==> src/rtl/pll_lock_monitor.sv <==
module pll_lock_monitor #(
  parameter int CNT_W   = 12,
  parameter int TOL_W   = 8,
  parameter int WIN_LEN = 256
) (
  input  logic               clk,
  input  logic               rst_n,
  input  logic               vco_pulse,
  input  logic               reg_we,
  input  logic [1:0]         reg_addr,
  input  logic [2*TOL_W-1:0] reg_wdata,
  output logic [2*TOL_W-1:0] reg_rdata,
  output logic               filt_track,
  output logic               lock,
  output logic               irq
);
  localparam int DW = 2 * TOL_W;
  localparam int WW = (WIN_LEN > 1) ? $clog2(WIN_LEN) : 1;
  localparam int CW = (CNT_W > TOL_W) ? CNT_W : TOL_W;

  logic             on_q, auto_q, ie_q, acq_q, lock_q, pend_q;
  logic [CNT_W-1:0] target_q;
  logic [TOL_W-1:0] trk_in_q, trk_out_q, lk_in_q, lk_out_q;
  logic [WW-1:0]    win_q;
  logic [CNT_W-1:0] vco_q;

  logic ctrl_wr, w_on, w_auto, w_ie, w_acq, w_clr;
  assign ctrl_wr = reg_we && (reg_addr == 2'd0);
  assign w_on    = reg_wdata[0];
  assign w_auto  = reg_wdata[1];
  assign w_ie    = reg_wdata[2];
  assign w_acq   = reg_wdata[3];
  assign w_clr   = reg_wdata[5];

  logic unused_wbits;
  assign unused_wbits = ^reg_wdata;

  // measurement window
  logic             win_end;
  logic [CNT_W-1:0] meas, abs_err;
  assign win_end = on_q && (win_q == WW'(WIN_LEN - 1));
  assign meas    = vco_q + CNT_W'(vco_pulse);
  assign abs_err = (meas >= target_q) ? (meas - target_q) : (target_q - meas);

  always_ff @(posedge clk or negedge rst_n) begin
    if (!rst_n) begin
      win_q <= '0;
      vco_q <= '0;
    end else if (!on_q || win_end) begin
      win_q <= '0;
      vco_q <= '0;
    end else begin
      win_q <= win_q + WW'(1);
      vco_q <= meas;
    end
  end

  // hysteretic comparisons
  logic trk_hit, trk_miss, lk_hit, lk_miss, acq_eval, lock_eval;
  assign trk_hit   = CW'(abs_err) <= CW'(trk_in_q);
  assign trk_miss  = CW'(abs_err) >  CW'(trk_out_q);
  assign lk_hit    = CW'(abs_err) <= CW'(lk_in_q);
  assign lk_miss   = CW'(abs_err) >  CW'(lk_out_q);
  assign acq_eval  = acq_q  ? !trk_miss : trk_hit;
  assign lock_eval = lock_q ? !lk_miss  : lk_hit;

  logic leave_auto, lock_force0, lock_flip;
  assign leave_auto  = ctrl_wr && !w_auto;
  assign lock_force0 = ctrl_wr && (!w_on || !w_auto);
  assign lock_flip   = win_end && auto_q && !lock_force0 && (lock_eval != lock_q);

  // control and status
  always_ff @(posedge clk or negedge rst_n) begin
    if (!rst_n) begin
      on_q   <= 1'b0;
      auto_q <= 1'b0;
      ie_q   <= 1'b0;
    end else if (ctrl_wr) begin
      on_q   <= w_on;
      auto_q <= w_auto;
      ie_q   <= w_ie;
    end
  end

  always_ff @(posedge clk or negedge rst_n) begin
    if (!rst_n)                            acq_q <= 1'b0;
    else if (ctrl_wr && !w_on)             acq_q <= 1'b0;
    else if (ctrl_wr && !on_q)             acq_q <= 1'b0;
    else if (ctrl_wr && !auto_q && !w_auto) acq_q <= w_acq;
    else if (win_end && auto_q && !leave_auto) acq_q <= acq_eval;
  end

  always_ff @(posedge clk or negedge rst_n) begin
    if (!rst_n)                lock_q <= 1'b0;
    else if (lock_force0)      lock_q <= 1'b0;
    else if (win_end && auto_q) lock_q <= lock_eval;
  end

  // a set in the same cycle as a clear wins
  always_ff @(posedge clk or negedge rst_n) begin
    if (!rst_n)                 pend_q <= 1'b0;
    else if (lock_flip && ie_q) pend_q <= 1'b1;
    else if (ctrl_wr && w_clr)  pend_q <= 1'b0;
  end

  // configuration registers, enter tolerance clamped to exit tolerance
  always_ff @(posedge clk or negedge rst_n) begin
    if (!rst_n) begin
      target_q  <= '0;
      trk_in_q  <= '0;
      trk_out_q <= '0;
      lk_in_q   <= '0;
      lk_out_q  <= '0;
    end else if (reg_we) begin
      case (reg_addr)
        2'd1: target_q <= reg_wdata[CNT_W-1:0];
        2'd2: begin
          trk_out_q <= reg_wdata[DW-1:TOL_W];
          trk_in_q  <= (reg_wdata[TOL_W-1:0] > reg_wdata[DW-1:TOL_W]) ?
                       reg_wdata[DW-1:TOL_W] : reg_wdata[TOL_W-1:0];
        end
        2'd3: begin
          lk_out_q <= reg_wdata[DW-1:TOL_W];
          lk_in_q  <= (reg_wdata[TOL_W-1:0] > reg_wdata[DW-1:TOL_W]) ?
                      reg_wdata[DW-1:TOL_W] : reg_wdata[TOL_W-1:0];
        end
        default: ;
      endcase
    end
  end

  always_comb begin
    case (reg_addr)
      2'd0:    reg_rdata = DW'({pend_q, lock_q, acq_q, ie_q, auto_q, on_q});
      2'd1:    reg_rdata = DW'(target_q);
      2'd2:    reg_rdata = {trk_out_q, trk_in_q};
      default: reg_rdata = {lk_out_q, lk_in_q};
    endcase
  end

  assign filt_track = acq_q;
  assign lock       = lock_q;
  assign irq        = pend_q;

  assert_clamp_R2: assert property (@(posedge clk) disable iff (!rst_n)
    (trk_in_q <= trk_out_q) && (lk_in_q <= lk_out_q));

  assert_lock_at_window_R3: assert property (@(posedge clk) disable iff (!rst_n)
    (lock_q != $past(lock_q)) |-> $past(win_end || ctrl_wr));

  assert_irq_on_change_R6: assert property (@(posedge clk) disable iff (!rst_n)
    ($past(auto_q && ie_q && !ctrl_wr) && (lock_q != $past(lock_q))) |-> pend_q);

  assert_manual_no_lock_R8: assert property (@(posedge clk) disable iff (!rst_n)
    !auto_q |-> !lock_q);

  assert_manual_no_irq_R8: assert property (@(posedge clk) disable iff (!rst_n)
    (!auto_q && !pend_q && !ctrl_wr) |=> !pend_q);

  assert_off_idle_R10: assert property (@(posedge clk) disable iff (!rst_n)
    !on_q |-> (!acq_q && !lock_q));
endmodule

==> config.mk <==
export PLATFORM = sky130hd
export DESIGN_NAME = pll_lock_monitor
export DESIGN_NICKNAME = d
export VERILOG_FILES = /design/src/rtl/pll_lock_monitor.sv
export SDC_FILE = /design/constraint.sdc
export NUM_CORES = 1
export LEC_CHECK = 0
export BUFFER_PORTS_ARGS = -buffer_cell sky130_fd_sc_hd__buf_4
export CORE_ASPECT_RATIO = 2
export CORE_MARGIN = 5
export CORE_UTILIZATION = 40
export CTS_CLUSTER_DIAMETER = 120
export DETAILED_ROUTE_END_ITERATION = 12
export GPL_TIMING_DRIVEN = 1
export SYNTH_ARGS = -nofsm -noshare
export SYNTH_HDL_FRONTEND = slang
export SYNTH_SLANG_ARGS = --single-unit
==> constraint.sdc <==
create_clock -name clk -period 7.1 [get_ports clk]
set_input_delay 1.42 -clock clk [delete_from_list [all_inputs] [get_ports clk]]
set_output_delay 1.42 -clock clk [all_outputs]
set_load 0.05 [all_outputs]
==> impl_metrics.csv <==
group,metric,value,unit
worst_setup_path,cp_common_cell,"ha_1",
sta,final-hold-violation-count,0,
sta,fin_crit_sh,86.34,%
worst_setup_path,path_max_fanout,13,
worst_setup_path,cp_cell_sequence,"buf_4 > ha_1 > ha_1 > and3_1 > nand3_1 > xor2_1 > inv_1 > ha_1 > and4_1 > and3_4 > a22oi_2 > and2_4 > mux2_2 > a31oi_1 > xnor2_1 > ha_1 > a21o_1 > a21o_1 > a21oi_1 > o21ai_0 > a221oi_1 > o21ai_1 > o211ai_1",
worst_setup_path,critical-path-max-stage-delay,390,ps
synth,synth.distinct_cells,56,
worst_setup_path,cp-end-kind,"register",
status,status,"complete, no violations",
sta,rsz0062_at_grt,"false",
power_and_ir_drop,peakVddDrop,0.0002507,V
sta,tns,0,ps
synth,yosysTopAreaCell,"dfrtp_1",
final_layout,layout_commonest_cell,"dfrtp_1",
worst_setup_path,path_class,"in2reg",
routing,routed_wl,15450,um
global_routing,antenna_found_initial,0,
min_path,hp-class,"reg2reg",
clocking,insertion_delay,330,ps
die,die-area,15840,um2
min_path,hold_depth,2,
clocking,cts.root.buffer_cell,"clkbuf_16",
final_layout,diodes,0,
clocking,hold_buffers,0,
clocking,htreeDepth,3,
global_routing,met1_usage,19.44,%
synth,synth_area,5316,um2
power_and_ir_drop,powerDensity,270.7,nW/um2
synth,synth.avg_cell_area,8.950,um2
synth,synth_fp_nets,684,
sta,clock.fmax,163.1,MHz
synth,synth-async-reset-ratio,100.0,%
global_routing,grt.busiest_layer,"met2",
synth,synthCells,594,
sta,skew,4.415,ps
min_path,worstHoldStart,"trk_out_q[2]",
routing,drc_errors,0,
synth,synth-seq-cells,70,
power_and_ir_drop,power,1628,uW
global_routing,met2_usage,38.63,%
worst_setup_path,r2r_start,"vco_q[0]",
place,portBuffers,40,
sta,slew_headroom,20.22,%
synth,synth-edff-count,0,
synth,synthFlopType,"dfrtp_1",
clocking,clockBufferDepth,2,
final_layout,final_cell_mix,"70 x dfrtp_1, 66 x inv_1, 66 x ha_1",
worst_setup_path,cp.required,7350,ps
clocking,postCtsSetupRepairBufs,0,
die,die_y,173.0,um
worst_setup_path,r2r_end,"filt_track",
die,io_pins,41,
synth,yosysTopAreaCellShare,32.95,%
place,place_hpwl,12630,um
die,die-width,91.52,um
global_routing,grt_overflow_total,0,
sta,maxSlewViolCount,0,
global_routing,grt_max_degree,71,
global_routing,grt_usage,20.08,%
die,num_rows,59,
routing,antenna_left,0,
sta,setup_violations,0,
sta,period_needed,6130,ps
final_layout,fin_nets,716,
sta,tightest_slew,1189,ps
global_routing,met3_usage,1.826,%
min_path,worstHoldEndpoint,"trk_out_q[2]",
global_routing,grt_pass1_vias,4683,
final_layout,syn_to_final_growth,13.16,%
place,gp_congestion,0.8683,
worst_setup_path,regToRegSetupSlack,1820,ps
clocking,path_clk_slew,60,ps
die,initial_core_util,40.69,%
routing,avgViaCountPerCell,5.672,
final_layout,drive_gt1_share,13.95,%
worst_setup_path,critPathLaunchType,"primary input",
power_and_ir_drop,p_leak,0.002989,uW
synth,synth_area_leaders,"dfrtp_1 33%, ha_1 16%, o21ai_0 6.0%, inv_1 4.7%, nand2_1 4.2%",
synth,ys_seq_area_share,32.95,%
worst_setup_path,slowest_stage,"ha_1",
die,core_area,13070,um2
routing,dr.pass1.iters,4,
worst_setup_path,cp_data_arrival_time,6380,ps
routing,wl_per_cell,19.73,um
clocking,post_cts_resized,0,
synth,ys_warn_count,0,
global_routing,grt_pass1_wl,24500,um
worst_setup_path,worst_r2r_path_depth,22,
clocking,numCtsBuffers,9,
job,drv_cap,0,
clocking,cts_tree,"built",
routing,vias,4441,
clocking,cts_sinks,70,
routing,drt_iter0_drc,169,
-- synthesized netlist by cell type (3+ instances only) --
master,n
xnor2_1,12
a31oi_1,3
mux2_2,14
inv_1,66
o21ai_0,64
dfrtp_1,70
a221oi_1,3
and3_1,6
ha_1,66
clkbuf_1,18
mux4_2,6
o21ai_1,4
nor2b_1,15
nor2_1,27
nand2_1,60
mux2i_1,16
nand4_1,8
o211ai_1,4
nand3_1,17
xor2_1,11
a21oi_1,33
nand2b_1,5
a21o_1,8
o21a_1,8
a22o_1,6
nand3b_1,4
-- where the power goes --
| group | switching, uW | leakage, uW | internal [uW] | total [uW] |
|---|---|---|---|---|
| clock | 176 | 0.000132 | 246 | 422 |
| sequential | 50.9 | 0.000899 | 450 | 501 |
| combinational | 424 | 0.00196 | 281 | 705 |
-- metrics by stage --
stage	utilization [%]	setup WS, ps	std cells	hold WS, ps	instance area (um2)
finish	46.04	970.2	783	486.7	6016
global route	46.04	634.5	783	505.8	6016
CTS	46.04	976.8	783	487.5	6016
detailed placement	43.92	654.0	767	475.2	5739
global placement	43.92	805.4	767	468.3	5739
floorplan	-	937.8	594	449.8	5316
-- layer usage --
layer	share of wire, %	up-vias
li1	-	2133
met1	35	2175
met2	56	84
met3	1.5	49
met4	7.1	0
met5	0	-
-- how the worst max path moves through the flow --
stage | startpoint | endpoint | slack (ps) | cells past startpoint
floorplan | vco_pulse | filt_track | 940 | 25
global placement | vco_pulse | filt_track | 810 | 23
detailed placement | vco_pulse | filt_track | 650 | 23
CTS | vco_pulse | filt_track | 980 | 23
global route | vco_pulse | filt_track | 630 | 23
finish | vco_pulse | filt_track | 970 | 23
-- sequential cells by signal, indices dropped and copies added, names as in the netlist, 8 cells and up --
name and count:
target_q 12, vco_q 12, lk_in_q 8, lk_out_q 8
trk_in_q 8, trk_out_q 8, win_q 8
-- area by class of cell --
type / instances / area (um2)
clock buffer: 11 / 242.7
clock inverter: 5 / 33.78
fill: 1257 / 7051
inverter: 66 / 247.7
multi-input combinational: 435 / 3219
sequential: 70 / 1752
tap: 152 / 190.2
timing repair buffer: 44 / 330.3
-- worst max-delay path, delay by kind of cell --
family          cells  cell delay, ps
mux                 1             390
xor+xnor            2             510
fa+ha+maj           4            1150
buf+inv             2             190
compound gates      9            1670
simple gates        5            1030
-- cell families (layout without fill, tap and decap cells) --
family	Yosys count	count (layout)	share of synthesized area, %
adders and majority gates	68	68	16.29
DFF	70	70	32.95
buffers and inverters	89	126	6.495
xor gates and xnor gates	23	23	3.789
muxes	37	37	8.802
AOI/OAI and AO/OA	152	152	17.39
and+or+nand+nor	155	155	14.29
Power figures use the tool's default switching activity.
